===== src/rtl/irq_stat_pkg.sv =====
package irq_stat_pkg;
  localparam int CRIT_FLAG_BIT = 10;
  localparam int CRIT_CODE_LSB = 8;
  localparam int MAIN_FLAG_BIT = 21;
  localparam int MAIN_CODE_LSB = 16;
  localparam int PER_FLAG_BIT  = 29;
  localparam int PER_CODE_LSB  = 24;
  localparam int CRIT_HP_SLOT  = 2;
  localparam int MAIN_LP_SLOT  = 4;
  localparam logic [31:0] MAIN_MASK_RST = 32'h0001_0FFF;
  localparam logic [31:0] PER_MASK_RST  = 32'h7FFF_FC00;
  localparam logic [31:0] STATUS_USED   = 32'h3F3F_0700;

  typedef enum logic {
    SEL_MAIN = 1'b0,
    SEL_PER  = 1'b1
  } mask_sel_e;
endpackage


===== src/rtl/prio_enc.sv =====
module prio_enc #(
  parameter int N = 8,
  parameter int W = 3
) (
  input  logic [N-1:0] req_i,
  output logic         valid_o,
  output logic [W-1:0] idx_o
);
  // scan downwards so the lowest set bit is written last
  always_comb begin
    idx_o = '0;
    for (int i = N - 1; i >= 0; i--) begin
      if (req_i[i]) idx_o = W'(i);
    end
  end

  assign valid_o = |req_i;
endmodule


===== src/rtl/mask_regs.sv =====
module mask_regs
  import irq_stat_pkg::*;
#(
  parameter int NUM_MAIN = 17,
  parameter int NUM_PER  = 24
) (
  input  logic                clk_i,
  input  logic                rst_ni,
  input  logic                wr_i,
  input  logic                sel_i,
  input  logic [31:0]         wdata_i,
  output logic [31:0]         rdata_o,
  output logic [NUM_MAIN-1:0] main_dis_o,
  output logic [NUM_PER-1:0]  per_dis_o
);
  localparam logic [31:0] MAIN_KEEP = 32'((64'd1 << NUM_MAIN) - 64'd1);
  localparam logic [31:0] PER_KEEP  = ~32'((64'd1 << (32 - NUM_PER)) - 64'd1);

  logic [31:0] main_q, per_q;

  always_ff @(posedge clk_i or negedge rst_ni) begin
    if (!rst_ni) begin
      main_q <= MAIN_MASK_RST & MAIN_KEEP;
      per_q  <= PER_MASK_RST & PER_KEEP;
    end else if (wr_i) begin
      if (sel_i == SEL_PER) per_q  <= wdata_i & PER_KEEP;
      else                  main_q <= wdata_i & MAIN_KEEP;
    end
  end

  assign rdata_o = (sel_i == SEL_PER) ? per_q : main_q;

  // register bits are stored in reverse source order
  for (genvar n = 0; n < NUM_MAIN; n++) begin : g_main_map
    assign main_dis_o[n] = main_q[NUM_MAIN-1-n];
  end
  for (genvar n = 0; n < NUM_PER; n++) begin : g_per_map
    assign per_dis_o[n] = per_q[31-n];
  end
endmodule


===== src/rtl/irq_status_enc.sv =====
module irq_status_enc
  import irq_stat_pkg::*;
#(
  parameter int NUM_PER      = 24,
  parameter int PER_HI_COUNT = 4
) (
  input  logic               clk_i,
  input  logic               rst_ni,
  input  logic [3:0]         crit_req_i,
  input  logic [16:0]        main_req_i,
  input  logic [NUM_PER-1:0] per_req_i,
  input  logic               mask_wr_i,
  input  logic               mask_sel_i,
  input  logic [31:0]        mask_wdata_i,
  output logic [31:0]        mask_rdata_o,
  output logic [31:0]        status_o,
  output logic               irq_o
);
  localparam int NUM_CRIT = 4;
  localparam int NUM_MAIN = 17;
  localparam int CRIT_W   = 2;
  localparam int CODE_W   = 5;
  localparam logic [NUM_CRIT-1:0] CRIT_SLOT = NUM_CRIT'(1) << CRIT_HP_SLOT;
  localparam logic [NUM_MAIN-1:0] MAIN_SLOT = NUM_MAIN'(1) << MAIN_LP_SLOT;

  logic [NUM_MAIN-1:0] main_dis;
  logic [NUM_PER-1:0]  per_dis, per_act;
  logic [NUM_CRIT-1:0] crit_eff;
  logic [NUM_MAIN-1:0] main_eff;
  logic                hi_any, lo_any;
  logic                crit_v, main_v, per_v;
  logic [CRIT_W-1:0]   crit_code;
  logic [CODE_W-1:0]   main_code, per_code;

  mask_regs #(.NUM_MAIN(NUM_MAIN), .NUM_PER(NUM_PER)) u_masks (
    .clk_i      (clk_i),
    .rst_ni     (rst_ni),
    .wr_i       (mask_wr_i),
    .sel_i      (mask_sel_i),
    .wdata_i    (mask_wdata_i),
    .rdata_o    (mask_rdata_o),
    .main_dis_o (main_dis),
    .per_dis_o  (per_dis)
  );

  assign per_act = per_req_i & ~per_dis;
  assign hi_any  = |per_act[PER_HI_COUNT-1:0];
  assign lo_any  = |per_act[NUM_PER-1:PER_HI_COUNT];

  // reserved slots carry peripheral activity instead of the raw request bit
  assign crit_eff = (crit_req_i & ~CRIT_SLOT) | (hi_any ? CRIT_SLOT : '0);
  assign main_eff = ((main_req_i & ~MAIN_SLOT) | (lo_any ? MAIN_SLOT : '0)) & ~main_dis;

  prio_enc #(.N(NUM_CRIT), .W(CRIT_W)) u_crit_enc (
    .req_i(crit_eff), .valid_o(crit_v), .idx_o(crit_code));
  prio_enc #(.N(NUM_MAIN), .W(CODE_W)) u_main_enc (
    .req_i(main_eff), .valid_o(main_v), .idx_o(main_code));
  prio_enc #(.N(NUM_PER), .W(CODE_W)) u_per_enc (
    .req_i(per_act), .valid_o(per_v), .idx_o(per_code));

  always_comb begin
    status_o = '0;
    status_o[CRIT_FLAG_BIT] = crit_v;
    status_o[CRIT_CODE_LSB +: CRIT_W] = crit_code;
    status_o[MAIN_FLAG_BIT] = main_v;
    status_o[MAIN_CODE_LSB +: CODE_W] = main_code;
    status_o[PER_FLAG_BIT] = per_v;
    status_o[PER_CODE_LSB +: CODE_W] = per_code;
  end

  assign irq_o = crit_v | main_v | per_v;

  p_irq_any_r11: assert property (@(posedge clk_i) disable iff (!rst_ni)
    irq_o == (status_o[CRIT_FLAG_BIT] | status_o[MAIN_FLAG_BIT] | status_o[PER_FLAG_BIT]));
  p_unused_zero_r10: assert property (@(posedge clk_i) disable iff (!rst_ni)
    (status_o & ~STATUS_USED) == 32'd0);
  p_per_code_r9: assert property (@(posedge clk_i) disable iff (!rst_ni)
    status_o[PER_FLAG_BIT] |-> per_req_i[status_o[PER_CODE_LSB +: CODE_W]]);
  p_hi_slot_r6: assert property (@(posedge clk_i) disable iff (!rst_ni)
    hi_any |-> (status_o[CRIT_FLAG_BIT] && status_o[CRIT_CODE_LSB +: CRIT_W] <= CRIT_W'(CRIT_HP_SLOT)));
  p_lo_slot_r8: assert property (@(posedge clk_i) disable iff (!rst_ni)
    (lo_any && !main_dis[MAIN_LP_SLOT]) |->
      (status_o[MAIN_FLAG_BIT] && status_o[MAIN_CODE_LSB +: CODE_W] <= CODE_W'(MAIN_LP_SLOT)));
  p_main_wr_r3: assert property (@(posedge clk_i) disable iff (!rst_ni)
    (mask_wr_i && mask_sel_i == SEL_MAIN) |=> main_dis[0] == $past(mask_wdata_i[16]));
endmodule


===== config.mk =====
export PLATFORM = sky130hd
export DESIGN_NAME = irq_status_enc
export DESIGN_NICKNAME = d
export VERILOG_FILES = /design/src/rtl/irq_stat_pkg.sv /design/src/rtl/prio_enc.sv /design/src/rtl/mask_regs.sv /design/src/rtl/irq_status_enc.sv
export SDC_FILE = /design/constraint.sdc
export NUM_CORES = 1
export LEC_CHECK = 0
export BUFFER_PORTS_ARGS = -buffer_cell sky130_fd_sc_hd__buf_4
export CAP_MARGIN = 20
export CORE_ASPECT_RATIO = 1.75
export CORE_MARGIN = 2
export CORE_UTILIZATION = 41
export DETAILED_ROUTE_END_ITERATION = 8
export HOLD_SLACK_MARGIN = 0.12
export PLACE_DENSITY_LB_ADDON = 0.12
export SYNTH_ARGS = -nofsm -noshare
export SYNTH_HDL_FRONTEND = slang
export SYNTH_SLANG_ARGS = --single-unit

===== constraint.sdc =====
create_clock -name clk_i -period 2 [get_ports clk_i]
set_clock_uncertainty 0.1 [all_clocks]
set_input_delay 0.2 -clock clk_i [delete_from_list [all_inputs] [get_ports clk_i]]
set_output_delay 0.2 -clock clk_i [all_outputs]
set_load 0.005 [all_outputs]

; After elaboration in Yosys (flattened, before gate mapping)
; Cells that the tools add are included.
[classes]
n_mux = 48
n_bitwise = 9
n_reduce_logical = 7
[ops]
columns = operator, n
row1 = 5-bit 2-to-1 mux, 42
row2 = 32-bit 2-to-1 mux, 1
row3 = 24-bit AND, 1
row4 = 24-bit inverter, 1
row5 = 24-bit OR reduction, 1
row6 = 20-bit OR reduction, 1
row7 = 17-bit AND, 1
row8 = 17-bit inverter, 1
row9 = 17-bit by 5-bit bitwise OR with 17-bit output, 1
row10 = 17-bit OR reduction, 1
row11 = 2-bit 2-to-1 mux, 4
row12 = 4-bit OR reduction, 2
row13 = 4-bit by 3-bit bitwise OR with 4-bit output, 1
row14 = 2-bit AND reduction, 2
row15 = 3-bit 2-to-1 mux, 1
row16 = 1-bit bitwise OR, 2
row17 = 1-bit inverter, 1
[word_totals]
regBits = 41
inputBits = 81
output_inout_bits = 65
wordCells = 66

; Longest topological paths before layout
; Gate-level depths: netlist (run 1).
[depth]
ltp_word = 26
depth_mapped = 6
mapped_depth_nobuf = 5

; Cells and area by module
; A second synthesis (run 1) with hierarchy kept.
[unflattened]
cells_unflattened = 283
hier_area_um2 = 2902.8
[by_module_without_submodules]
columns = module, n_inst, cells_per_inst, area_per_inst_um2, seq_area_each_um2
row1 = mask_regs, 1, 124, 1901.8, 1068.5
row2 = irq_status_enc, 1, 70, 471.7, 0.0
row3 = prio_enc at u_per_enc, 1, 48, 309.0, 0.0
row4 = prio_enc at u_main_enc, 1, 34, 185.2, 0.0
row5 = prio_enc at u_crit_enc, 1, 7, 35.0, 0.0

; Worst setup path after synthesis (run 1)
; OpenSTA, ideal clock, no wires.
[synth_path]
path_type = reg2out
from = register u_masks.per_q[23]
to = output status_o[18]
t_arrival_ns = 1.875
t_required_ns = 1.700
slack_ns = -0.175
path_stages_with_launch = 6
path_buffers = 0
path_cell_list = dfstp_2 > or2b_2 > nand2_1 > or4_4 > o21ba_1 > o41a_1
[synth_via]
elab_chain_cells = 11
[synth_lines]
columns = item, line
row1 = from (decl), mask_regs.sv:19  ; logic [31:0] main_q, per_q;
row2 = from (signal assigned), mask_regs.sv:24  ; per_q <= PER_MASK_RST & PER_KEEP;
row3 = from (signal assigned), mask_regs.sv:26  ; if (sel_i == SEL_PER) per_q <= wdata_i & PER_KEEP;
row4 = 24-bit inverter, irq_status_enc.sv:46  ; assign per_act = per_req_i & ~per_dis;
row5 = 24-bit AND, irq_status_enc.sv:46
row6 = 20-bit OR reduction, irq_status_enc.sv:48  ; assign lo_any = |per_act[NUM_PER-1:PER_HI_COUNT];
row7 = 5-bit 2-to-1 mux, irq_status_enc.sv:52  ; assign main_eff = ((main_req_i & ~MAIN_SLOT) | (lo_any ? MAIN_SLOT : '0)) & ~main_dis;
row8 = 17-bit by 5-bit bitwise OR with 17-bit output, irq_status_enc.sv:52
row9 = 17-bit AND, irq_status_enc.sv:52
row10 = 5-bit 2-to-1 mux (5 in series), prio_enc.sv:13  ; if (req_i[i]) idx_o = W'(i);
row11 = to (decl), irq_status_enc.sv:16  ; output logic [31:0] status_o,
; No other way between the ends.

; Worst setup path in the final report (run 1)
[layout_path]
from = register u_masks.per_q[20]
to = output status_o[18]
; Same word-level chain as after synthesis.

==> results.md, run 1 <==
* Sequential Power Share at 0.343
* WP data required at 1.70 ns
* Area delta synth->final at 74.36%
* Antenna diodes at 0
* Grt total ovfl at 0
* Final ANT Viol Nets at 0
* Endpoints failing hold at 0
* Non-filler cells, final at 582
* Crit-path cells: or2b_4, nand2_4, or4_4, o21ba_4, o41a_1, buf_4
* CTS H-tree depth at 2
* Mapped Avg Cell Area at 9.727 um^2
* CORE AREA at 6588 um^2
* Largest net degree at the start of global routing at 42
* Dpl cells at 534
* Main flop type after synthesis: dfstp_2
* CP top delay family: simple AND/OR/NAND/NOR gates
* RSZ-0062 raised after global routing: true
* Vias per cell at 4.907
* Initial antenna violation count at 0
* Worst R2R Setup Slack at 1.04 ns
* Bufs on Longest Clock Path at 2
* Static leakage at 2.253 nW
* Post-synth EDFFs at 0
* Delay of the slowest critical-path stage at 0.54 ns
* Worst Hold Class: input pin to asynchronous set/reset pin
* Die area at 7536 um^2
* Via count at 2856
* Critical Path End Type: output pin
* Peak supply drop at 0.5841 mV
* Fmax at 393.2 MHz
* Syn Inst Count at 288
* Worst skew pair latency at 0.27 ns
* Psw at 913.3 uW
* Routed len/inst at 15.42 um
* Fin crit period at 2.543 ns
* Clock transition at the registers of the reported paths at 0.06 ns
* Most common cell after layout, fill and taps aside: buf_4
* I/O Pins at 146
* Effective utilization at floorplan at 0.4253
* Hold WS at 0.3578 ns
* Number of CTS-inserted buffers at 5
* Drt pass-1 iters at 4
* Slew HR at 0.6040
* # clock sinks at 41
* Most frequent cells in the layout: 180 x buf_4, 47 x mux2_2, 34 x dfstp_2, 33 x dlygate4sd3_1, 24 x nor2b_1
* Synthesis-stage register bit count at 41
* Worst Path Buf+Inv at 1
* Port Buffers at 126
* Die width at 66.49 um
* Worst slew pin tran at 0.5901 ns
* Register-to-Register Path Depth at 2
* Yosys cell types at 42
* Logic pwr share at 0.398
* Max-cap viol count at 0
* CTS tree: yes
* Critical path class: flip-flop to output pin
* Critical Path Slowest Stage Cell: dfstp_2
* Wirelength, routed at 8972 um
* Failing checks: negative setup slack
* Arrival time worst endpoint at 2.24 ns
* Internal power at 2.331 mW
* Reg2reg start: u_masks.per_q[20]
* Filler Cells Inserted at 522
* First-pass GRT wire length at 13440 um
* CP startpoint: u_masks.per_q[20]
* Die Y at 113.4 um
* Initial DRC count at 89
* Gr usage total at 0.2334
* PnR worst setup slack at -0.5434 ns
* Crit share post-route at 1.272
* Layout cells sized above 1 at 0.6460
* Post-synthesis sequential area ratio at 0.3814
* Worst setup SP type: flip-flop
* Clock network power share at 0.258
* Gpl congestion at 0.8897
* Vias in the first global route at 3027
* Outcome: finished, violations left
* Worst R2R End: u_masks.per_q[20]
* Clock root cell: clkbuf_16
* Worst setup path end: status_o[18]
* Final setup violating endpoints at 12
* Switching Share at 0.2815
* Final Slew Violations at 0
* Setup TNS at -4.879 ns
* Fin nets at 580
* Synth Cell Area at 2801 um^2
* Instance count on the critical path at 6
* Ys async rst share at 1.000
* CP max FO at 5
* Pwr Density at 664.3 nW/um^2
* Num rows at 39
* Yosys warning total at 0
* DRC at 0
* Dpl hpwl at 6351 um
## worst min path at each step
| stage | endpoint |
|---|---|
| final | u_masks.per_q[8] |
| after detailed placement | u_masks.per_q[31] |
| after global routing | u_masks.per_q[31] |
| after floorplan | u_masks.main_q[12] |
| after global placement | u_masks.per_q[8] |
| after CTS | u_masks.per_q[31] |
## synth_stat cells, types with 2 or more instances
cell type	number	area share
a211oi_1	5	0.013
a21oi_1	10	0.018
and2_1	14	0.031
buf_4	20	0.054
clkbuf_1	7	0.0094
dfrtp_1	7	0.063
dfstp_2	34	0.32
inv_1	9	0.012
mux2_2	47	0.19
nand2_1	18	0.024
nand2b_1	15	0.033
nand3_1	5	0.0089
nor2_1	12	0.016
nor2b_1	31	0.069
nor3_1	4	0.0071
nor4_1	4	0.0089
nor4b_1	2	0.0063
o21ai_0	11	0.020
o22ai_1	2	0.0045
o31ai_1	2	0.0054
or2b_2	8	0.025
## repair_timing
item                       CTS  global route
gates cloned                 0             0
setup buffers                4             6
setup endpoints to repair   14            16
hold buffers                33             0
pin swaps                   13            14
hold endpoints to repair    48             0
gates resized for setup     26            26
## flip-flops by register name (all words and copies together) (netlist names)
| register | count |
|---|---|
| u_masks.main_q | 17 |
| u_masks.per_q | 24 |
## routing by layer
layer | wire length (um) | part of all wire | track usage
met5 | 0 | 0 | 0
met3 | 374 | 0.042 | 0.03877
met1 | 3064 | 0.34 | 0.2279
met2 | 5404 | 0.60 | 0.4647
met4 | 129 | 0.014 | 0.08299
## metrics by stage
stage | setup slack, ns | total power [mW] | utilization | cell area, um^2
CTS | -0.5053 | 3.188 | 0.7235 | 4766
detailed placement | -0.2970 | 2.200 | 0.6264 | 4126
finish | -0.5434 | 3.245 | 0.7415 | 4885
floorplan | -0.07605 | 1.625 | - | 2884
global route | -0.5867 | 3.425 | 0.7415 | 4885
global placement | -0.2447 | 2.179 | 0.6264 | 4126
## final cells by class
cell class / count / area (um^2) / share of cell area
Inverter: 9 / 33.78 / 0.006916
Tap cell: 82 / 102.6 / 0.02100
Timing Repair Buffer: 216 / 1715 / 0.3512
Clock buffer: 7 / 152.6 / 0.03125
Sequential cell: 41 / 1069 / 0.2187
Clock inverter: 1 / 5.005 / 0.001025
Multi-Input combinational cell: 226 / 1807 / 0.3699
## cells by family after synthesis
group,count (synthesis),share of synthesized area
and+or+nand+nor,124,0.2626
muxes,47,0.1889
DFF,41,0.3814
AOI/OAI and AO/OA,38,0.08888
buffers and inverters,37,0.07682
other,1,0.001339
## power by group through the flow
| stage | Combinational, mW | Clock (mW) | Sequential [mW] |
|---|---|---|---|
| finish | 1.29 | 0.838 | 1.11 |
| CTS | 1.21 | 0.865 | 1.11 |
| global placement | 1.07 | 0 | 1.11 |
| floorplan | 0.528 | 0 | 1.10 |
| global route | 1.39 | 0.901 | 1.13 |
| detailed placement | 1.08 | 0 | 1.12 |
Note: power is estimated with default switching activity, not from simulation.
==> inputs of run 2 (changes only) <==
- SETUP_SLACK_MARGIN: not set -> 0.15
- SLEW_MARGIN: not set -> 20
==> run 2 against run 1 <==
  * The flow still finishes with violations (negative setup slack)
  * Setup slack gained 0.033 ns
  * Sequential share of layout area is 0.41 points lower
  * Clock-buffer cell count up 1
  * Sequential cell count unchanged
  * Largest cell class unchanged
==> results.md, run 2 (same netlist as run 1, synthesis figures left out) <==
* Outcome: finished, violations left (unchanged)
* Failing checks: negative setup slack (unchanged)
* Static leakage at 2.294 nW (was 2.253 nW)
* Max-cap viol count at 0 (unchanged)
* Vias per cell at 4.885 (was 4.907)
* Dpl hpwl at 6289 um (was 6351 um)
* Die width at 66.49 um (unchanged)
* Crit share post-route at 1.255 (was 1.272)
* Fmax at 398.3 MHz (was 393.2 MHz)
* Effective utilization at floorplan at 0.4253 (unchanged)
* Reg with most FFs: u_masks.per_q (unchanged)
* Largest registers: u_masks.per_q: 24 flops, u_masks.main_q: 17 flops (unchanged)
* # clock sinks at 41 (unchanged)
* Layout cells sized above 1 at 0.6523 (was 0.6460)
* Area delta synth->final at 77.67% (was 74.36%)
* CTS tree: yes (unchanged)
* CORE AREA at 6588 um^2 (unchanged)
* Clock transition at the registers of the reported paths at 0.06 ns (about the same)
* Worst slew pin tran at 0.7788 ns (was 0.5901 ns)
* Slew HR at 0.4753 (was 0.6040)
* Num rows at 39 (unchanged)
* Worst setup SP type: flip-flop (unchanged)
* Initial antenna violation count at 0 (unchanged)
* Top routing layer in use: met4 (unchanged)
* Post-place setup slack at -0.2755 ns (was -0.2970 ns)
* Routed len/inst at 15.09 um (was 15.42 um)
* Antenna diodes at 0 (unchanged)
* I/O Pins at 146 (unchanged)
* Grt total ovfl at 0 (unchanged)
* Drt pass-1 iters at 4 (unchanged)
* Worst Hold Class: input pin to asynchronous set/reset pin (unchanged)
* Met1 Wirelength at 3140 um (was 3064 um)
* Fin crit period at 2.510 ns (was 2.543 ns)
* Wirelength, routed at 8916 um (was 8972 um)
* WL met3 at 367 um (was 374 um)
* Most common cell after layout, fill and taps aside: buf_4 (unchanged)
* Fin nets at 589 (was 580)
* RSZ-0062 raised after global routing: true (unchanged)
* Critical path class: flip-flop to output pin (unchanged)
* Die Y at 113.4 um (unchanged)
* Initial DRC count at 55 (was 89)
* DRC at 0 (unchanged)
* Bufs on Longest Clock Path at 2 (unchanged)
* Endpoints failing hold at 0 (unchanged)
* Vias in the first global route at 3004 (was 3027)
* Die area at 7536 um^2 (unchanged)
* Clock root cell: clkbuf_16 (unchanged)
* CP max FO at 5 (unchanged)
* PnR worst setup slack at -0.5105 ns (was -0.5434 ns)
* Critical Path End Type: output pin (unchanged)
* Worst skew pair latency at 0.28 ns (was 0.27 ns)
* WP data required at 1.70 ns (about the same)
* Design Power at 3.214 mW (was 3.245 mW)
* Max FFs per register at 24 (unchanged)
* Gr usage total at 0.2345 (was 0.2334)
* Most frequent cells in the layout: 182 x buf_4, 47 x mux2_2, 34 x dfstp_2, 33 x dlygate4sd3_1, 24 x nor2b_1 (was 180 x buf_4, 47 x mux2_2, 34 x dfstp_2, 33 x dlygate4sd3_1, 24 x nor2b_1)
* CTS H-tree depth at 2 (unchanged)
* Final ANT Viol Nets at 0 (unchanged)
* Port Buffers at 126 (unchanged)
* Peak supply drop at 0.4652 mV (was 0.5841 mV)
* Gpl congestion at 0.8605 (was 0.8897)
* Final Slew Violations at 0 (unchanged)
* WL met2 at 5292 um (was 5404 um)
* Final setup violating endpoints at 12 (unchanged)
* First-pass GRT wire length at 13520 um (was 13440 um)
* Pwr Density at 645.7 nW/um^2 (was 664.3 nW/um^2)
* Largest net degree at the start of global routing at 42 (unchanged)
* Via count at 2887 (was 2856)
* Arrival time worst endpoint at 2.21 ns (was 2.24 ns)
* Number of CTS-inserted buffers at 5 (unchanged)
==> run 2: worst paths after layout <==
| kind | from | end | slack [ns] | cells past startpoint |
|---|---|---|---|---|
| max | u_masks.per_q[21] | status_o[18] | -0.51 | 6 |
| min | rst_ni | u_masks.main_q[14] | 0.34 | 2 |
| max reg2reg | u_masks.per_q[10] | u_masks.per_q[10] | 1.04 | 2 |
| min reg2reg | u_masks.main_q[14] | u_masks.main_q[14] | 0.44 | 1 |
| max in group asynchronous | rst_ni | u_masks.per_q[23] | 1.07 | 2 |
| min in group clk_i | mask_wr_i | u_masks.main_q[0] | 0.41 | 4 |
==> run 2: metrics by stage <==
stage / area [um^2] / hold WS [ns] / instances / setup TNS (ns) / utilization
after floorplan: 2895 / -0.1956 / 304 / -0.1905 / -
after global placement: 4130 / 0.1154 / 533 / -1.350 / 0.6270
after detailed placement: 4130 / 0.1157 / 533 / -1.505 / 0.6270
after CTS: 4878 / 0.3596 / 586 / -4.840 / 0.7406
after global routing: 4977 / 0.3976 / 591 / -5.494 / 0.7556
final: 4977 / 0.3432 / 591 / -4.787 / 0.7556
==> run 2: power by group <==
part	internal, mW	total, mW	switching [mW]
Clock	0.464	0.766	0.302
Combinational	0.812	1.33	0.518
Sequential	1.03	1.12	0.0891
==> run 2: critical path, stage by stage (launching register included) <==
cell and delay [ns]:
dfstp_2 0.53, or2b_2 0.12, nand2_2 0.06, or4_4 0.53, o21ba_4 0.24, o41a_1 0.32
buf_4 0.14
==> run 2: layer usage <==
| metal | global-route usage | vias to the layer above |
|---|---|---|
| met5 | 0 | - |
| met4 | 0.05578 | 0 |
| met3 | 0.02883 | 10 |
| met2 | 0.4787 | 103 |
| met1 | 0.2368 | 1371 |
| li1 | - | 1403 |
==> run 2: layout make-up <==
class                      count  area [um^2]
sequential                    41         1069
fill                         472         1610
tap                           82        102.6
inverter                       9        33.78
multi-input combinational    226         1827
timing repair buffer         225         1809
clock buffer                   8        136.4
==> run 2: what timing repair did <==
item                                   4_1_cts  5_1_grt
setup endpoints to repair                   16       16
setup buffers                               12        5
endpoints found under the hold margin       48        0
pin swaps                                   16       11
hold buffers                                33        0
gates resized for setup                     43       15
==> inputs of run 3 (changes only) <==
- PLACE_DENSITY_LB_ADDON: 0.12 -> 0.2
==> run 3 against run 2 <==
  * The run still ends with negative setup slack left
  * Setup slack better by 0.017 ns
  * Global-route usage up 0.93 points
  * Critical path depth unchanged
  * Largest power group unchanged
==> results.md, run 3 (same netlist as run 1, synthesis figures left out) <==
* Crit share post-route at 1.247 (was 1.255)
* Vias per cell at 5.032 (was 4.885)
* Die area at 7536 um^2 (unchanged)
* Endpoints failing hold at 0 (unchanged)
* Failing checks: negative setup slack (unchanged)
* Initial DRC count at 85 (was 55)
* Worst slew pin tran at 0.8385 ns (was 0.7788 ns)
* Register-to-Register Path Depth at 3 (was 2)
* Outcome: finished, violations left (unchanged)
* Reg with most FFs: u_masks.per_q (unchanged)
* First-pass GRT wire length at 13930 um (was 13520 um)
* WP data required at 1.70 ns (about the same)
* Most frequent cells in the layout: 181 x buf_4, 47 x mux2_2, 34 x dfstp_2, 33 x dlygate4sd3_1, 26 x nor2b_1 (was 182 x buf_4, 47 x mux2_2, 34 x dfstp_2, 33 x dlygate4sd3_1, 24 x nor2b_1)
* Clock transition at the registers of the reported paths at 0.06 ns (about the same)
* Bufs on Longest Clock Path at 2 (unchanged)
* Max-cap viol count at 0 (unchanged)
* CORE AREA at 6588 um^2 (unchanged)
* Wirelength, routed at 9324 um (was 8916 um)
* Fin nets at 588 (was 589)
* I/O Pins at 146 (unchanged)
* Final core occ at 0.7605 (was 0.7556)
* PnR worst setup slack at -0.4938 ns (was -0.5105 ns)
* Dpl cells at 537 (was 533)
* Worst R2R Setup Slack at 0.98 ns (was 1.04 ns)
* Dpl hpwl at 6745 um (was 6289 um)
* Worst setup SP type: flip-flop (unchanged)
* Grt total ovfl at 0 (unchanged)
* Drt pass-1 iters at 4 (unchanged)
* Port Buffers at 126 (unchanged)
* DRC at 0 (unchanged)
* Largest registers: u_masks.per_q: 24 flops, u_masks.main_q: 17 flops (unchanged)
* Reg2reg start: u_masks.per_q[21] (was u_masks.per_q[10])
* CP max FO at 4 (was 5)
* Fmax at 401.0 MHz (was 398.3 MHz)
* Vias in the first global route at 3079 (was 3004)
* Worst R2R End: u_masks.per_q[21] (was u_masks.per_q[10])
* Final Slew Violations at 0 (unchanged)
* Critical path class: flip-flop to output pin (unchanged)
* Static leakage at 2.296 nW (was 2.294 nW)
* Fin crit period at 2.494 ns (was 2.510 ns)
* Area delta synth->final at 78.83% (was 77.67%)
* Worst Hold Class: input pin to asynchronous set/reset pin (unchanged)
* Gpl congestion at 0.8992 (was 0.8605)
* Most common cell after layout, fill and taps aside: buf_4 (unchanged)
* Largest net degree at the start of global routing at 42 (unchanged)
* Area of the multi-input gates at 1813 um^2 (was 1827 um^2)
* Gr usage total at 0.2438 (was 0.2345)
* Filler Cells Inserted at 477 (was 472)
* CTS tree: yes (unchanged)
* Final ANT Viol Nets at 0 (unchanged)
* Arrival time worst endpoint at 2.19 ns (was 2.21 ns)
* CTS H-tree depth at 2 (unchanged)
* Pwr Density at 698.5 nW/um^2 (was 645.7 nW/um^2)
* Via count at 2969 (was 2887)
* Peak supply drop at 0.6060 mV (was 0.4652 mV)
* Num rows at 39 (unchanged)
* Number of CTS-inserted buffers at 5 (unchanged)
* Register Area at 1069 um^2 (unchanged)
* Initial antenna violation count at 0 (unchanged)
* Clock root cell: clkbuf_16 (unchanged)
* Post-place setup slack at -0.2893 ns (was -0.2755 ns)
* RSZ-0062 raised after global routing: true (unchanged)
* Die width at 66.49 um (unchanged)
* Die Y at 113.4 um (unchanged)
* # clock sinks at 41 (unchanged)
* Critical Path End Type: output pin (unchanged)
* Slew HR at 0.4351 (was 0.4753)
* Non-filler cells, final at 590 (was 591)
* Setup TNS at -4.907 ns (was -4.787 ns)
* Worst skew pair latency at 0.28 ns (about the same)
* Effective utilization at floorplan at 0.4253 (unchanged)
* Antenna diodes at 0 (unchanged)
* Routed len/inst at 15.80 um (was 15.09 um)
* Final setup violating endpoints at 13 (was 12)
* Layout cells sized above 1 at 0.6496 (was 0.6523)
* Max FFs per register at 24 (unchanged)
## run 3: cell count changes in the layout (fill, tap and decap cells not counted), sizes merged
cell / change
clkinv: +1
clkbuf: -3
buf: -1
bufinv: +2
## run 3: where the power goes
group	leakage, nW	switching, mW	internal (mW)
clock network	0.0938	0.325	0.713
registers	0.440	0.0875	1.03
logic	1.76	0.537	0.809
total	2.30	0.950	2.55
## run 3: routing by layer
layer / up-vias / GRT usage / wire [um]
met5: - / 0 / 0
met4: 0 / 0.09932 / 269
met3: 24 / 0.02982 / 364
met2: 126 / 0.4973 / 5565
li1: 1400 / - / -
met1: 1419 / 0.2275 / 3124
## run 3: cell type report
type	count	area share
Multi-Input combinational cell	226	0.3619
Timing Repair Buffer	224	0.3596
Sequential cell	41	0.2133
Clock buffer	5	0.02498
Tap cell	82	0.02048
Clock inverter	3	0.01299
Inverter	9	0.006743
## run 3: metrics by stage
stage	hold slack [ns]	instance area [um^2]	power, mW
after floorplan	-0.1956	2895	1.633
after global placement	0.1145	4160	2.194
after detailed placement	0.1155	4160	2.221
after CTS	0.3570	4913	3.448
after global routing	0.4171	5010	3.672
final	0.3518	5010	3.499
## run 3: timing repair
item / in CTS / in global routing
resized for setup: 43 / 12
hold endpoints to repair: 48 / 0
hold buffers: 33 / 0
pin swaps: 16 / 13
setup endpoints to repair: 16 / 16
setup buffers: 6 / 6
## run 3: critical path: stages (launching register included)
cell and delay (ns):
dfstp_2 0.53, or2b_4 0.12, nand2_2 0.05, or4_4 0.53, o21ba_4 0.24, o41a_1 0.30
buf_4 0.14
## run 3: how the worst max path moves through the flow
stage / to / from
floorplan: status_o[21] / u_masks.main_q[8]
global placement: status_o[18] / u_masks.per_q[24]
detailed placement: status_o[18] / u_masks.per_q[24]
CTS: status_o[18] / u_masks.per_q[17]
global route: status_o[18] / u_masks.per_q[20]
finish: status_o[18] / u_masks.per_q[20]
